## src/rtl/rst_seq_ctrl.sv

```systemverilog
module rst_seq_ctrl #(
  parameter int PWRT_CYCLES = 96000,
  parameter int OST_TICKS   = 1024
) (
  input  logic       clk,
  input  logic       por_ok,
  input  logic       bor_ok,
  input  logic       mclr_n,
  input  logic       wdt_expire,
  input  logic       sleep_req,
  input  logic       wake_irq,
  input  logic       clrwdt,
  input  logic [1:0] osc_mode,
  input  logic       osc_tick,
  input  logic       sw_set_por,
  input  logic       sw_set_bor,
  output logic       core_rst,
  output logic       core_run,
  output logic       vec_load,
  output logic       resume_next,
  output logic [7:0] status
);
  localparam int PW = $clog2(PWRT_CYCLES + 1);
  localparam int OW = $clog2(OST_TICKS + 1);

  typedef enum logic [2:0] {S_HOLD, S_TIME, S_RUN, S_SLEEP, S_WAKE} st_t;

  st_t           st;
  logic [PW-1:0] pwrt_cnt;
  logic [OW-1:0] ost_cnt;
  logic          f_to, f_pd, f_por, f_bor;

  wire crystal   = osc_mode[1];
  wire pwrt_done = (pwrt_cnt == PW'(PWRT_CYCLES));
  wire ost_full  = (ost_cnt == OW'(OST_TICKS));
  wire ost_done  = !crystal || ost_full;

  assign core_rst = (st == S_HOLD) || (st == S_TIME);
  assign core_run = (st == S_RUN);
  assign status   = {4'b0000, f_to, f_pd, f_por, f_bor};

  always_ff @(posedge clk or negedge por_ok) begin
    if (!por_ok) begin
      st          <= S_HOLD;
      pwrt_cnt    <= '0;
      ost_cnt     <= '0;
      f_to        <= 1'b1;
      f_pd        <= 1'b1;
      f_por       <= 1'b0;
      f_bor       <= 1'b0;
      vec_load    <= 1'b0;
      resume_next <= 1'b0;
    end else begin
      vec_load    <= 1'b0;
      resume_next <= 1'b0;
      if (sw_set_por) f_por <= 1'b1;
      if (sw_set_bor) f_bor <= 1'b1;
      if (!bor_ok) begin
        st       <= S_HOLD;
        f_bor    <= 1'b0;
        f_to     <= 1'b1;
        f_pd     <= 1'b1;
        pwrt_cnt <= '0;
        ost_cnt  <= '0;
      end else if (!mclr_n) begin
        if (st == S_SLEEP || st == S_WAKE) begin
          f_to <= 1'b1;
          f_pd <= 1'b0;
        end
        st       <= S_HOLD;
        pwrt_cnt <= '0;
        ost_cnt  <= '0;
      end else begin
        case (st)
          S_HOLD: st <= S_TIME;
          S_TIME: begin
            if (pwrt_done && ost_done) begin
              st       <= S_RUN;
              vec_load <= 1'b1;
              pwrt_cnt <= '0;
              ost_cnt  <= '0;
            end else begin
              if (!pwrt_done) pwrt_cnt <= pwrt_cnt + PW'(1);
              if (crystal && osc_tick && !ost_full) ost_cnt <= ost_cnt + OW'(1);
            end
          end
          S_RUN: begin
            if (wdt_expire) begin
              f_to <= 1'b0;
              f_pd <= 1'b1;
              st   <= S_HOLD;
            end else if (sleep_req) begin
              f_to <= 1'b1;
              f_pd <= 1'b0;
              st   <= S_SLEEP;
            end else if (clrwdt) begin
              f_to <= 1'b1;
              f_pd <= 1'b1;
            end
          end
          S_SLEEP: begin
            if (wdt_expire) begin
              f_to <= 1'b0;
              f_pd <= 1'b0;
              st   <= S_WAKE;
            end else if (wake_irq) begin
              f_to <= 1'b1;
              f_pd <= 1'b0;
              st   <= S_WAKE;
            end
          end
          S_WAKE: begin
            if (ost_done) begin
              st          <= S_RUN;
              resume_next <= 1'b1;
              ost_cnt     <= '0;
            end else if (crystal && osc_tick && !ost_full) begin
              ost_cnt <= ost_cnt + OW'(1);
            end
          end
          default: st <= S_HOLD;
        endcase
      end
    end
  end
endmodule

```

## config.mk

```make
export PLATFORM = sky130hd
export DESIGN_NAME = rst_seq_ctrl
export DESIGN_NICKNAME = d
export VERILOG_FILES = /design/src/rtl/rst_seq_ctrl.sv
export SDC_FILE = /design/constraint.sdc
export NUM_CORES = 1
export LEC_CHECK = 0
export ABC_AREA = 1
export BUFFER_PORTS_ARGS = -buffer_cell sky130_fd_sc_hd__buf_2
export CAP_MARGIN = 10
export CORE_UTILIZATION = 25
export CTS_CLUSTER_DIAMETER = 120
export DETAILED_ROUTE_END_ITERATION = 12
export GPL_ROUTABILITY_DRIVEN = 0
export SYNTH_ARGS = -nofsm -noshare
export SYNTH_HDL_FRONTEND = slang
export SYNTH_SLANG_ARGS = --single-unit
```

## constraint.sdc

```tcl
create_clock -name clk -period 4.6 [get_ports clk]
set_input_delay 0.69 -clock clk [delete_from_list [all_inputs] [get_ports clk]]
set_output_delay 0.69 -clock clk [all_outputs]
set_load 0.1 [all_outputs]
```

# Word-level counts from Yosys, hierarchy flattened
# Cells that the tools add are included.
[op_classes]
n_addsub = 2
eq_ne = 17
muxes = 47
reduce_logical = 12
[ops]
columns = ["cell", "count"]
rows = [
  ["17-bit two-way mux", 5],
  ["11-bit two-way mux", 5],
  ["1-bit two-way mux", 25],
  ["3-bit two-way mux", 8],
  ["11-bit case mux with 2 select lines", 1],
  ["17-bit by 1-bit adder with 17-bit output, second input constant", 1],
  ["17-bit equality test, second input constant", 1],
  ["3-bit case mux with 5 select lines", 1],
  ["11-bit by 1-bit adder with 11-bit output, second input constant", 1],
  ["11-bit equality test, second input constant", 1],
  ["5-bit != test, second input constant", 2],
  ["4-bit by 2-bit != test with 1-bit output, second input constant", 2],
  ["4-bit by 3-bit != test with 1-bit output, second input constant", 2],
  ["4-bit AND reduction", 2],
  ["3-bit by 2-bit equality test with 1-bit output, second input constant", 2],
  ["6-bit != test, second input constant", 1],
  ["4-bit != test, second input constant", 1],
  ["1-bit case mux with 2 select lines", 2],
  ["3-bit by 1-bit equality test with 1-bit output, second input constant", 1],
  ["3-bit equality test, second input constant", 1],
  ["1-bit logical AND", 3],
  ["3-bit zero test", 1],
  ["1-bit logical OR", 3],
  ["3-bit by 1-bit != test with 1-bit output, second input constant", 1],
  ["other kinds (4)", 5],
]
[totals]
register_bits = 37
out_inout_bits = 12
wordCells = 87

# Longest topological paths before layout
[logic_depth]
ltp_word = 8
mapped_depth = 13

# Worst setup path before layout
# OpenSTA, ideal clock, no wires.
[synth_path]
path_kind = "flip-flop to flip-flop"
start = "register st[1]"
end = "register pwrt_cnt[8]"
setup_time_ps = 119
arrival_ps = 2833
required_time_ps = 4481
path_slack_ps = 1649
path_stages_with_launch = 8
period_less_slack_ps = 2951
cell_sequence = "dfrtp_1 nor2_1 nand2_1 nor2_8 nor2_8 buf_6 nand2_1 nand2_1"
[synth_between]
elab_chain_cells = 3
[synth_lines]
columns = ["item", "line_no", "source"]
rows = [
  ["start: declaration", "28", "st_t st;"],
  ["start signal: assignment", "44", "st <= S_HOLD;"],
  ["start signal: assignment", "59", "st <= S_HOLD;"],
  ["start signal: assignment", "70", "st <= S_HOLD;"],
  ["3-bit by 1-bit equality test with 1-bit output", "74", "case (st)"],
  ["3-bit by 2-bit != test with 1-bit output (no source line)", "--", ""],
  ["2-bit AND reduction (no source line)", "--", ""],
  ["end signal: assignment", "83", "if (!pwrt_done) pwrt_cnt <= pwrt_cnt + PW'(1);"],
  ["end: declaration", "29", "logic [PW-1:0] pwrt_cnt;"],
]
# Every way passes these cells.
# A chain may end at the register's enable or synchronous reset.

# Worst setup path in the final report
[layout_path]
start = "register st[2]"
end = "output port core_run"
[layout_between]
elab_chain_cells = 1
[layout_lines]
columns = ["item", "line_no", "source"]
rows = [
  ["3-bit by 2-bit equality test with 1-bit output", "39", "assign core_run = (st == S_RUN);"],
  ["end: declaration", "18", "output logic core_run,"],
]
# Every way passes these cells.

==> reports/metrics.cfg <==
[status]
outcome = complete, no violations

[setup_path]
cpLargestDelayFamily = buffers and inverters
worst-path-max-fanout = 4
critPathLaunchType = register
worst-setup-path-type = reg2out
endpoint_kind = primary output
cp.required_ps = 3910
worstPathCellList = inv_1 > nand2_1 > nor2_1 > buf_2
cp.arrival_ps = 1460
cp_slowest_stage_delay_ps = 440
cp_slowest_cell = buf_2
critical_path_buf_inv_count = 2

[floorplanning]
core_um2 = 10200
die_w_um = 104
initial_core_util_pct = 25.6
rows = 37
die_area_um2 = 10900
ios = 25
fp.dieH_um = 104

[synth]
synth_edf_count = 0
avgSynthCellArea_um2 = 6.80
synth-seq-cells = 37
yosys.area.top_type = dfrtp_1
syn-cell-area_um2 = 2620
seq_area_frac_synth_pct = 35.4
ys_async_sr_fraction_pct = 100
synthDistinctLibCells = 36
synth_ff_type = dfrtp_1
yosysWarnings = 0
synth_top_area_share_pct = 33.4
synthTopCellsByArea = dfrtp_1, nand2_1, nor2_1
synthCells = 386

[clock_tree]
cts_buffers = 5
clk_latency_ps = 290
cts_tree = done
ctsHoldBuffers = 0
clk_pin_slew_worst_paths_ps = 80
cts_setup_buffers = 0
h-tree-depth = 2
cts_sinks = 37
cts_root_buf = clkbuf_8
clock_path_buffers = 2
ctsResizeCount = 0

[timing]
relSlewSlack_pct = 43.1
slew_viol_final = 0
clock.fmax_ghz = 0.465
rsz0062_at_grt = false
post-route-min-period_ps = 2150
setup_viol = 0
tns_ps = 0
timing.final.hold_violations = 0
tightest_slew_ps = 853
clock_skew_ps = 10.9
period_share_pct = 46.7

[drt]
drt-wirelength-per-cell_um = 11.3
vias = 2480
avgViaCountPerCell = 4.64
drt_iter0_drc = 132
first_pass_iters = 4
drtAntennaViolNets = 0
route.detailed.drc = 0
routed_wl_um = 6050

[cells_and_area]
final_cell_mix = nand2_1, nor2_1, dfrtp_1
diodes = 0
layout_commonest_cell = nand2_1
area_delta_synth_final_pct = 9.54
drive_gt1_share_pct = 11.5
nets = 415
finalNonFillerCells = 535

[place]
place_inst = 527
hpwl_um = 4460
port_buffers = 19

[grt]
grt-ovfl-total = 0
grt_max_degree = 38
antenna_found_initial = 0
grt_pass1_vias = 2361
grt.total_usage_pct = 12.0
grt_pass1_wl_um = 10900

[run]
max-cap-violations = 0

[pwr]
vdd_ir_drop_max_v = 0.0000950
power.leakage_nw = 1.30
power.density_nw_per_um2 = 234

[min_path]
hp-class = reg2reg

==> final timing paths <==
kind / start / end / slack (ps) / depth (start not counted)
min in group asynchronous: por_ok / pwrt_cnt[11]$_DFFE_PN0P_ / 500 / 1
hold / removal: f_por$_DFFE_PN0P_ / f_por$_DFFE_PN0P_ / 480 / 1
setup / recovery: st[2]$_DFFE_PN0P_ / core_run / 2450 / 4
hold reg to reg: f_por$_DFFE_PN0P_ / f_por$_DFFE_PN0P_ / 480 / 1
setup reg to reg: ost_cnt[0]$_DFFE_PN0P_ / st[1]$_DFFE_PN0P_ / 2490 / 10
max in group asynchronous: por_ok / st[1]$_DFFE_PN0P_ / 3560 / 1
==> final cells by class <==
class	count	area, µm²
flip-flops and latches	37	928
repair buffers	19	95.1
fillers	1118	7360
inverters	34	128
clock buffers	6	72.6
clock inverters	2	10.0
well taps	136	170
multi-input cells	301	1470
==> where the power goes <==
part / leakage (nW) / internal [mW] / switching [mW]
clock: 0.0450 / 0.105 / 0.123
sequential: 0.502 / 0.332 / 0.00522
combinational: 0.755 / 0.0198 / 0.0867
==> metrics by stage <==
step                      worst slack (ps)  power (mW)  util, %  hold slack (ps)  instance area (µm²)
after detailed placement              2360       0.452     27.3              459                 2790
after floorplan                       1650       0.433        -              394                 2640
after global routing                  2250       0.704     28.1              484                 2870
after global placement                2390       0.450     27.3              450                 2790
final                                 2450       0.672     28.1              476                 2870
after CTS                             2440       0.681     28.1              477                 2870
==> worst reg2reg max path, stage by stage (launching register included) <==
cell and delay [ps]:
dfrtp_1 430, inv_1 90, ha_1 140, inv_1 40, nor2_1 100, nand3_2 120
o21bai_4 210, nand3_1 180, nand2_1 160, nand2_1 280, o21ai_0 270
==> synthesized netlist by cell type (2+ instances only) <==
cell / instances
inv_1: 33
nor2_1: 54
nand4_1: 24
dfrtp_1: 35
buf_4: 9
nor2_4: 2
nor3_1: 8
dfstp_2: 2
o21ai_0: 16
nand2_1: 125
o21ai_1: 2
or2_2: 6
nand3_1: 25
nand3_2: 2
buf_2: 3
xor2_1: 5
clkbuf_1: 3
o21bai_1: 5
ha_1: 4
nor2_2: 3
nor4_1: 2
nor2_8: 2
a21oi_1: 3
==> flip-flops by register name, indices dropped and copies added (netlist names) <==
name and cells:
f_bor 1, f_pd 1, f_por 1, f_to 1, ost_cnt 11, pwrt_cnt 17
resume_next 1, st 3, vec_load 1
==> cells by family after synthesis <==
family / after synthesis / synth area share, %
other: 1 / 0.143
AOI/OAI and AO/OA: 31 / 7.34
xor gates and xnor gates: 6 / 2.00
DFF: 37 / 35.4
adders and majority gates: 4 / 1.91
buffers and inverters: 51 / 9.01
and+or+nand+nor: 256 / 44.2
==> per-layer routing <==
metal / routed length (µm) / vias up / share of wire, % / track usage (%)
met3: 133 / 7 / 2.2 / 1.94
met2: 2880 / 21 / 48 / 21.1
met5: 0 / - / 0 / 0
li1: - / 1266 / - / -
met1: 2990 / 1186 / 49 / 15.4
met4: 43 / 0 / 0.71 / 2.65
Note: power is estimated with default switching activity, not from simulation.
